File: config.mk
export PLATFORM = sky130hd
export DESIGN_NAME = rf_irq_router
export DESIGN_NICKNAME = d
export VERILOG_FILES = /design/src/rtl/rf_irq_router.sv
export SDC_FILE = /design/constraint.sdc
export NUM_CORES = 1
export LEC_CHECK = 0
export CORE_MARGIN = 2
export CORE_UTILIZATION = 36
export CTS_CLUSTER_SIZE = 30
export DETAILED_ROUTE_END_ITERATION = 16
export PLACE_DENSITY = 0.8
export SLEW_MARGIN = 20
export SYNTH_ARGS = -nofsm -noshare
export SYNTH_HDL_FRONTEND = slang
export SYNTH_SLANG_ARGS = --single-unit
File: constraint.sdc
create_clock -name clk -period 1.6 [get_ports clk]
set_clock_uncertainty 0.15 [all_clocks]
set_input_delay 0.32 -clock clk [delete_from_list [all_inputs] [get_ports clk]]
set_output_delay 0.32 -clock clk [all_outputs]
set_load 0.01 [all_outputs]
File: src/rtl/rf_irq_router.sv
module rf_irq_router #(
  parameter int ST_W = 3,
  parameter logic [2:0] ST_STBY    = 3'd1,
  parameter logic [2:0] ST_TUNE_RX = 3'd2,
  parameter logic [2:0] ST_TUNE_TX = 3'd3,
  parameter logic [2:0] ST_RX      = 3'd4,
  parameter logic [2:0] ST_TX      = 3'd5
) (
  input  logic            clk,
  input  logic            rst_n,
  input  logic [ST_W-1:0] op_state,
  input  logic            ev_preamble,
  input  logic            ev_sync,
  input  logic            ev_node,
  input  logic            ev_crc_ok,
  input  logic            ev_pkt_ok,
  input  logic            ev_manch_err,
  input  logic            ev_node_err,
  input  logic            ev_collision,
  input  logic            ev_sleep_to,
  input  logic            ev_rx_to,
  input  logic            ev_tx_done,
  input  logic            coll_ack,
  input  logic [7:0]      evt_clr,
  input  logic            rx_nempty,
  input  logic            rx_thr,
  input  logic            rx_full,
  input  logic            rx_wr,
  input  logic            rx_ovf,
  input  logic            tx_nempty,
  input  logic            tx_thr,
  input  logic            tx_full,
  input  logic            rssi_valid,
  input  logic            low_batt,
  input  logic            inv_polarity,
  input  logic [4:0]      sel_a,
  input  logic [4:0]      sel_b,
  output logic            irq_a,
  output logic            irq_b,
  output logic            dec_reset,
  output logic            coll_pend
);
  localparam int N_EVT = 8;
  localparam int N_SRC = 32;
  localparam logic [4:0] LAST_CODE = 5'd25;

  logic st_stby, st_tune, st_rx, st_tx, rx_act, tx_act, trx_act;
  assign st_stby = (op_state == ST_STBY);
  assign st_tune = (op_state == ST_TUNE_RX) || (op_state == ST_TUNE_TX);
  assign st_rx   = (op_state == ST_RX);
  assign st_tx   = (op_state == ST_TX);
  assign rx_act  = (op_state == ST_TUNE_RX) || st_rx;
  assign tx_act  = (op_state == ST_TUNE_TX) || st_tx;
  assign trx_act = rx_act || tx_act;

  logic pkt_done_set, dec_err;
  assign dec_err      = ev_manch_err | ev_node_err;
  assign pkt_done_set = ev_pkt_ok | dec_err | ev_collision;

  logic [N_EVT-1:0] evt_set, evt_q;
  assign evt_set = {ev_tx_done, ev_rx_to, ev_sleep_to, pkt_done_set,
                    ev_crc_ok, ev_node, ev_sync, ev_preamble};

  always_ff @(posedge clk or negedge rst_n)
    if (!rst_n) evt_q <= '0;
    else        evt_q <= (evt_q | evt_set) & ~evt_clr;

  always_ff @(posedge clk or negedge rst_n)
    if (!rst_n) begin
      dec_reset <= 1'b0;
      coll_pend <= 1'b0;
    end else begin
      dec_reset <= dec_err;
      coll_pend <= (coll_pend | ev_collision) & ~coll_ack;
    end

  logic [N_SRC-1:0] src;
  assign src = {6'b0, low_batt, rssi_valid, tx_full, tx_thr, tx_nempty,
                rx_ovf, rx_wr, rx_full, rx_thr, rx_nempty, evt_q,
                st_tx, st_rx, st_tune, st_stby, trx_act, tx_act, rx_act, 1'b0};

  always_ff @(posedge clk or negedge rst_n)
    if (!rst_n) begin
      irq_a <= 1'b0;
      irq_b <= 1'b0;
    end else begin
      irq_a <= src[sel_a] ^ inv_polarity;
      irq_b <= src[sel_b] ^ inv_polarity;
    end

  for (genvar i = 0; i < N_EVT; i++) begin : g_evt_chk
    p_set_hold_r3: assert property (@(posedge clk) disable iff (!rst_n)
      ((evt_set[i] || evt_q[i]) && !evt_clr[i]) |=> evt_q[i]);
    p_clear_wins_r4: assert property (@(posedge clk) disable iff (!rst_n)
      evt_clr[i] |=> !evt_q[i]);
  end

  p_pkt_cause_r5: assert property (@(posedge clk) disable iff (!rst_n)
    ((ev_pkt_ok || ev_manch_err || ev_node_err || ev_collision) && !evt_clr[4]) |=> evt_q[4]);
  p_dec_pulse_r6: assert property (@(posedge clk) disable iff (!rst_n)
    (ev_manch_err || ev_node_err) |=> dec_reset);
  p_dec_quiet_r6: assert property (@(posedge clk) disable iff (!rst_n)
    (!ev_manch_err && !ev_node_err) |=> !dec_reset);
  p_coll_hold_r6: assert property (@(posedge clk) disable iff (!rst_n)
    (coll_pend && !coll_ack) |=> coll_pend);
  p_wr_pulse_r7: assert property (@(posedge clk) disable iff (!rst_n)
    (rx_wr && sel_a == 5'd19) |=> (irq_a != $past(inv_polarity)));
  p_unused_a_r11: assert property (@(posedge clk) disable iff (!rst_n)
    (sel_a == 5'd0 || sel_a > LAST_CODE) |=> (irq_a == $past(inv_polarity)));
  p_unused_b_r11: assert property (@(posedge clk) disable iff (!rst_n)
    (sel_b == 5'd0 || sel_b > LAST_CODE) |=> (irq_b == $past(inv_polarity)));
endmodule

; Word level (Yosys, flattened, before mapping)
; Cells that the tools add are included.
[word_totals]
inputBits = 46
reg_bits = 12
output_inout_bits = 4
elab_cells = 31
[classes]
reduce_logical = 4
n_lt_le_gt_ge = 2
n_eq_ne = 5
bitwise = 11
n_mux = 4
[ops]
columns = op, n
row1 = 5-bit by 6-bit less-than comparator with 1-bit output (second input constant), 2
row2 = 1-bit binary-select mux with 5-bit select, 2
row3 = 8-bit bitwise AND, 1
row4 = 8-bit inverter, 1
row5 = 8-bit OR, 1
row6 = 3-bit by 2-bit equality test with 1-bit output (second input constant), 2
row7 = 3-bit equality test (second input constant), 2
row8 = 1-bit logical OR, 4
row9 = 1-bit OR, 4
row10 = 3-bit by 1-bit equality test with 1-bit output (second input constant), 1
row11 = 1-bit two-way mux, 2
row12 = 1-bit XOR, 2
row13 = 1-bit bitwise AND, 1
row14 = 1-bit inverter, 1

; Longest topological paths before layout
; Gate-level depths: netlist of run 1.
[logic_depth]
word_depth = 6
mapped_depth = 8

; Worst setup path after synthesis of run 1
; No wires, ideal clock.
[synth_path]
path_type = input to register
start = input sel_a[0]
end = register irq_a
path_slack_ns = -0.170
arrival_ns = 1.491
path_buffers = 1
setup_ns = 0.129
required_time_ns = 1.321
stages = 6
path_cell_list = buf_6 mux4_2 mux2_2 nand3_1 o221ai_2 xor2_1
[synth_via]
elab_chain_len = 3
[synth_lines]
columns = element, line
row1 = "start, declared", 36  ; input logic [4:0] sel_a,
row2 = 1-bit binary-select mux with 5-bit select, 87  ; irq_a <= src[sel_a] ^ inv_polarity;
row3 = 1-bit two-way mux (implied by the code), 87
row4 = 1-bit XOR, 87
row5 = "end signal, assigned", 87
row6 = "end, declared", 38  ; output logic irq_a,
; Every way passes these cells. The select of a mux whose other input is x is not followed.

; Worst setup path in the final report of run 1
[layout_path]
start = register evt_q[3]
end = register irq_a
[layout_via]
elab_chain_len = 3
[layout_lines]
columns = element, line
row1 = "start, declared", 60  ; logic [N_EVT-1:0] evt_set, evt_q;
row2 = "start signal, assigned", 66  ; else evt_q <= (evt_q | evt_set) & ~evt_clr;
row3 = 1-bit binary-select mux with 5-bit select, 87
row4 = 1-bit two-way mux (implied by the code), 87
row5 = 1-bit XOR, 87
; Every way passes these cells. The select of a mux whose other input is x is not followed.

==> results.md, run 1 <==
- Post-detail-place hpwl: 2389 um
- Max-cap violations: 0
- Outcome: finished, violations left
- CTS sink cnt: 12
- Final Max Tran Viols: 0
- Worst slack at placement: -0.7880 ns
- Antenna violations before repair: 0
- Core Area: 0.002522 mm^2
- Worst Path Required: 1.60 ns
- I/O Buffers: about 50
- Final period util: 108.8%
- Post-synth EDFFs: 0
- Worst Hold Class: in2async
- CTS tree: built
- PnR worst setup slack: -0.1412 ns
- Post-route ant nets: 0
- Io pins: 50
- VDD IR-drop max: 0.0005529 V
- Avg Cell Area, Syn: 10.09 um^2
- Gr usage total: 19.42%
- Post-synthesis cell area: roughly 980 um^2
- Area grow syn2layout: 70.84%
- Failing checks: setup timing
- Detailed Route WL: 2971 um
- TNS Setup: -0.2214 ns
- Worst-skew pair later-pin latency: 0.26 ns
- Routed len/inst: 15.08 um
- Die footprint: 0.003151 mm^2
- Top_reg_cell synth: dfrtp_1
- CP Data Arrival Time: 1.74 ns
- Final hold vios: 0
- Nets: 216
- # DRC: 0
- PwrDens: ~530 mW/mm^2
- Post-Synthesis Cells: 97
- Via density: about 5.4
- Yosys warning count: 0
- CTS Hold Bufs: 0
- Routability cong.: 0.8293
- Pwr Total: 885.3 uW
- Critical Path Max Stage Delay: approximately 0.47 ns
- Crit-path max FO: 2
- Post-DP Area: 0.001640 mm^2
- Crit path cell chain: mux4_2, mux2_4, nand3_2, o221ai_2, xor2_1
- Slowest CP cell: mux4_2
- Root buffer cell: clkbuf_4
- Post-synthesis sequential area ratio: 30.69%
- Gr ovfl total: 0
- Die height: ~56 um
- DRT iter0 DRCs: 18
- Router iterations before antenna repair: 4
- RSZ-0062 raised after global routing: true
- Final Hold Slack: 0.1993 ns
- Total vias in the final route: about 1.1k
- H-tree levels: 1
- CP Launch Type: register
- Crit end category: register
- Share of cells above drive strength 1: between 20% and 30%
- Max-Slew Margin vs Limit: about four fifths
- Pleak: between 0.7 and 0.8 nW
- Setup slack, reg-to-reg: -0.14 ns
- Global-route wire length before repair: 4788 um
- Die W: 56.14 um
- Syn Nets: roughly 140
- Register bit count reported by yosys: 12
- Maximum clock insertion buffer count: 2
- Clock-pin slew on the worst setup and hold paths: 0.07 ns
- Final instance area: between 0.0015 and 0.002 mm^2
- Initial cell density of the core: 38.79%
- Num rows: 18
- Pin count of the biggest net entering global routing: 13
- Vias in the first global route: 1,139
- Crit Path Category: reg2reg
- Synth cell types: 37
- CTS buffer count: 3
- Fmax: 574.3 MHz
- Setup Viol. Count Final: 2
- Minimum clock period: approximately 1.7 ns
- Antenna fix cells: 0
- Slew @ Worst Pin: approximately 0.32 ns
- Synth async-reset ratio: 100.0%
## cells by family (layout without fill, tap and decap cells)
family	Yosys count	after routing	synth area share (%)
xor gates and xnor gates	5	5	4.477
DFF	12	12	30.69
adders and majority gates	1	1	1.279
and+or+nand+nor	33	33	18.16
buffers and inverters	13	83	7.928
muxes	14	14	22.25
AOI/OAI and AO/OA	19	19	15.22
## power by group
group          total, mW  switching, mW  leakage [nW]  internal (mW)
clock network      0.173         0.0857        0.0138         0.0868
registers          0.342         0.0132         0.145          0.329
logic              0.371          0.144         0.584          0.228
total              0.885          0.242         0.743          0.643
## state kept, by name (all words and copies together) (netlist names)
name       cells
irq_b          1
coll_pend      1
evt_q          8
irq_a          1
dec_reset      1
## placed cells by master (no fill, tap or decap), types with 2 or more instances in the layout
| cell type | Yosys | layout |
|---|---|---|
| buf_4 | 1 | 22 |
| inv_1 | 6 | 6 |
| dfrtp_1 | 12 | 12 |
| clkdlybuf4s50_1 | 0 | 29 |
| clkbuf_4 | 0 | 3 |
| nor2_1 | 19 | 19 |
| mux4_2 | 6 | 6 |
| mux2i_1 | 6 | 5 |
| a311o_1 | 2 | 2 |
| dlygate4sd2_1 | 0 | 15 |
| xnor2_1 | 2 | 2 |
| a21oi_2 | 0 | 3 |
| xor2_1 | 3 | 3 |
| nand3b_1 | 3 | 3 |
| a31oi_1 | 3 | 3 |
| nand2_1 | 2 | 2 |
| buf_2 | 2 | 3 |
| buf_6 | 3 | 4 |
## per-layer routing
| layer | vias to the layer above | routed length [um] | track usage [%] | part of all wire, % |
|---|---|---|---|---|
| met4 | 0 | 72 | 9.184 | 2.4 |
| met1 | 501 | 1046 | 19.85 | 35 |
| met2 | 48 | 1663 | 37.82 | 56 |
| met5 | - | 0 | 0 | 0 |
| li1 | 500 | - | - | - |
| met3 | 8 | 189 | 2.791 | 6.4 |
## path summary, 6_finish.rpt
kind / from / endpoint / cells after the start
hold reg to reg: coll_pend / coll_pend / 2
setup reg to reg: evt_q[3] / irq_a / 5
hold / removal: rst_n / evt_q[1] / 2
min in group clk: coll_pend / coll_pend / 2
setup / recovery: evt_q[3] / irq_a / 5
max in group asynchronous: rst_n / evt_q[2] / 2
## per-stage QoR
step	cells	utilization (%)
6_report	197	66.27
5_1_grt	197	66.27
3_3_place_gp	193	65.03
4_1_cts	197	66.02
3_5_place_dp	193	65.03
2_1_floorplan	97	-
## cells in the mapped netlist (2+ instances only)
| master | count | area, um^2 |
|---|---|---|
| a2bb2oi_1 | 2 | 17.52 |
| nand3b_1 | 3 | 22.52 |
| nor2_1 | 19 | 71.32 |
| buf_6 | 3 | 33.78 |
| a311o_1 | 2 | 20.02 |
| mux2i_1 | 6 | 60.06 |
| a21oi_1 | 4 | 20.02 |
| nand2_1 | 2 | 7.510 |
| a31oi_1 | 3 | 18.77 |
| xor2_1 | 3 | 26.28 |
| mux4_2 | 6 | 135.1 |
| buf_2 | 2 | 10.01 |
| xnor2_1 | 2 | 17.52 |
| dfrtp_1 | 12 | 300.3 |
| inv_1 | 6 | 22.52 |
## critical path, delay by kind of cell (launching register included)
family | cells | cell delay (ns)
muxes | 2 | 0.75
DFF | 1 | 0.39
xor gates and xnor gates | 1 | 0.17
AOI/OAI and AO/OA | 1 | 0.09
and+or+nand+nor | 1 | 0.07
## what timing repair did
| item | in CTS | in global routing |
|---|---|---|
| pin swaps | 10 | 8 |
| resized for setup | 39 | 6 |
| endpoints found under the setup margin | 6 | 2 |
| buffers inserted | 1 | 1 |
| hold endpoints to repair | 0 | 0 |
## final cells by class
cell class	instances	area (um^2)
flip-flops and latches	12	300.3
fillers	241	850.8
repair buffers	74	651.9
multi-input cells	72	636.9
clock buffers	3	22.52
well taps	30	37.54
inverters	6	22.52
Power figures use the tool's default switching activity.
==> run 2, diff against run 1 <==
--- a/config.mk
+++ b/config.mk
@@ -5,10 +5,10 @@
 export SDC_FILE = /design/constraint.sdc
 export NUM_CORES = 1
 export LEC_CHECK = 0
-export CORE_MARGIN = 2
 export CORE_UTILIZATION = 36
 export CTS_CLUSTER_SIZE = 30
 export DETAILED_ROUTE_END_ITERATION = 16
+export GPL_TIMING_DRIVEN = 0
 export PLACE_DENSITY = 0.8
 export SLEW_MARGIN = 20
 export SYNTH_ARGS = -nofsm -noshare
==> run 2 against run 1 <==
Against the previous run:
- the flow still finishes with violations (setup timing)
- final area increased by 0.97%
- fmax rose by 1.5%
- clock power up 36%
- routed wire length decreased by 6.4%
- largest power group unchanged
==> results.md, run 2 (same netlist as run 1, synthesis figures left out) <==
- Slew @ Worst Pin: 0.5188 ns (+0.1945 ns)
- I/O Buffers: 46 (-6.1%)
- Max-cap violations: 0 (unchanged)
- Pwr Total: 944.8 uW (+6.7%)
- Fmax: 583.2 MHz (+1.5%)
- Routability cong.: 0.7540 (-9.1%)
- Via density: 5.314 (-0.96%)
- Crit Path Category: reg2reg
- Post-DP Area: 0.001498 mm^2 (-8.7%)
- Total vias in the final route: 1,015 (-4.0%)
- Die footprint: 0.002931 mm^2 (-7.0%)
- Global-route wire length before repair: 4284 um (-11%)
- Post-route ant nets: 0 (unchanged)
- Io pins: 50 (unchanged)
- Initial cell density of the core: 38.79% (unchanged)
- Router iterations before antenna repair: 4 (unchanged)
- Routed len/inst: 14.55 um (-3.5%)
- Gr usage total: 20.39% (+0.97 points)
- Core Area: 0.002522 mm^2 (unchanged)
- Nets: 209 (-3.2%)
- Final Hold Slack: 0.2420 ns (+0.04269 ns)
- Final period util: 107.2% (-1.7 points)
- Crit end category: register
- Multi-input gate area: 668.1 um^2 (+4.9%)
- PwrDens: 559.7 mW/mm^2 (+5.7%)
- Detailed Route WL: 2780 um (-6.4%)
- Die height: 54.14 um (-3.6%)
- Outcome: finished, violations left
- Worst Hold Class: in2async
- Gr ovfl total: 0 (unchanged)
- Antenna fix cells: 0 (unchanged)
- Worst-skew pair later-pin latency: 0.27 ns (about the same)
- Filler cells: 221 (-8.3%)
- Post-detail-place hpwl: 2051 um (-14%)
- Final instance area: 0.001688 mm^2 (+0.97%)
- Biggest register: evt_q
- Share of cells above drive strength 1: 29.81% (-0.13 points)
- Antenna violations before repair: 0 (unchanged)
- Commonest non-fill, non-tap cell in the layout: clkdlybuf4s50_1
- VDD IR-drop max: 0.0006675 V (+21%)
- Clock-pin slew on the worst setup and hold paths: 0.07 ns (about the same)
- CTS tree: built
- Max reg flops: 8 (unchanged)
- Maximum clock insertion buffer count: 2 (unchanged)
- DRT iter0 DRCs: 14 (-4)
- Final hold vios: 0 (unchanged)
- CTS sink cnt: 12 (unchanged)
- Worst slack at placement: -0.8605 ns (-0.07245 ns)
- Final core occ: 66.91% (+0.64 points)
- Worst Path Required: 1.60 ns (about the same)
- Setup Viol. Count Final: 2 (unchanged)
- RSZ-0062 raised after global routing: true
- CP Data Arrival Time: 1.72 ns (-0.02 ns)
- # DRC: 0 (unchanged)
- Commonest non-fill, non-tap cells in the layout: clkdlybuf4s50_1, nor2_1, buf_4
- Vias in the first global route: 1,027 (-9.8%)
- Area grow syn2layout: 72.51%
- CP Launch Type: register
- Die W: 54.14 um (-3.6%)
- Root buffer cell: clkbuf_4
- PnR worst setup slack: -0.1148 ns (+0.02646 ns)
- Setup slack, reg-to-reg: -0.11 ns (+0.03 ns)
- Num rows: 18 (unchanged)
- Minimum clock period: 1.715 ns (-0.02646 ns)
- Pin count of the biggest net entering global routing: 13 (unchanged)
- Final Max Tran Viols: 0 (unchanged)
- Register area: 300.3 um^2 (unchanged)
- Crit-path max FO: 3 (+1)
- Max-Slew Margin vs Limit: 65.30% (-13 points)
- Pleak: 0.7264 nW (-2.3%)
- CTS buffer count: 3 (unchanged)
- Failing checks: setup timing
- H-tree levels: 1 (unchanged)
run 2: power breakdown:
group	total, mW	internal, mW	switching (mW)	leakage, nW
Combinational	0.367	0.226	0.141	0.560
Clock	0.236	0.138	0.0976	0.0210
Sequential	0.342	0.328	0.0136	0.145
Total	0.945	0.693	0.252	0.726
run 2: area by class of cell:
cell class,instances,area share [%]
Multi-Input combinational cell,72,39.58
Timing Repair Buffer,60,32.32
Sequential cell,12,17.79
Buffer,7,4.596
Tap cell,30,2.224
Clock buffer,4,2.150
Inverter,6,1.334
run 2: worst paths after layout:
check,from,end,depth (start not counted)
setup reg to reg,evt_q[1],irq_a,5
hold / removal,rst_n,dec_reset,1
min in group clk,coll_pend,coll_pend,2
max in group asynchronous,rst_n,coll_pend,1
hold reg to reg,coll_pend,coll_pend,2
setup / recovery,evt_q[1],irq_a,5
run 2: critical path, stage by stage, from the launching register on:
cell and delay, ns:
dfrtp_1 0.40, mux4_2 0.46, mux2_4 0.28, nand3_2 0.06, o221ai_2 0.09, xor2_1 0.15
run 2: metrics by stage:
| step | setup TNS [ns] | instances |
|---|---|---|
| finish | -0.1929 | 191 |
| global route | -0.3237 | 191 |
| CTS | -0.2230 | 187 |
| detailed placement | -1.702 | 173 |
| global placement | -1.650 | 173 |
| floorplan | -0.2255 | 97 |
run 2: repair_timing:
| item | in CTS | in global routing |
|---|---|---|
| hold buffers | 0 | 0 |
| hold endpoints to repair | 0 | 0 |
| gates resized for setup | 34 | 10 |
| buffers inserted | 10 | 4 |
| setup endpoints to repair | 6 | 2 |
| pin swaps | 8 | 5 |
run 2: metal layers:
layer	vias to the layer above	GRT usage, %	share of wire, %
li1	491	-	-
met1	487	23.73	38
met2	35	38.62	56
met3	2	1.695	5.3
met4	0	6.410	0.76
met5	-	0	0
==> run 3, diff against run 2 <==
--- a/config.mk
+++ b/config.mk
@@ -8,6 +8,7 @@
 export CORE_UTILIZATION = 36
 export CTS_CLUSTER_SIZE = 30
 export DETAILED_ROUTE_END_ITERATION = 16
+export GPL_ROUTABILITY_DRIVEN = 0
 export GPL_TIMING_DRIVEN = 0
 export PLACE_DENSITY = 0.8
 export SLEW_MARGIN = 20
==> results of run 3 <==
Final layout, timing and power as in run 2 (identical DEF).
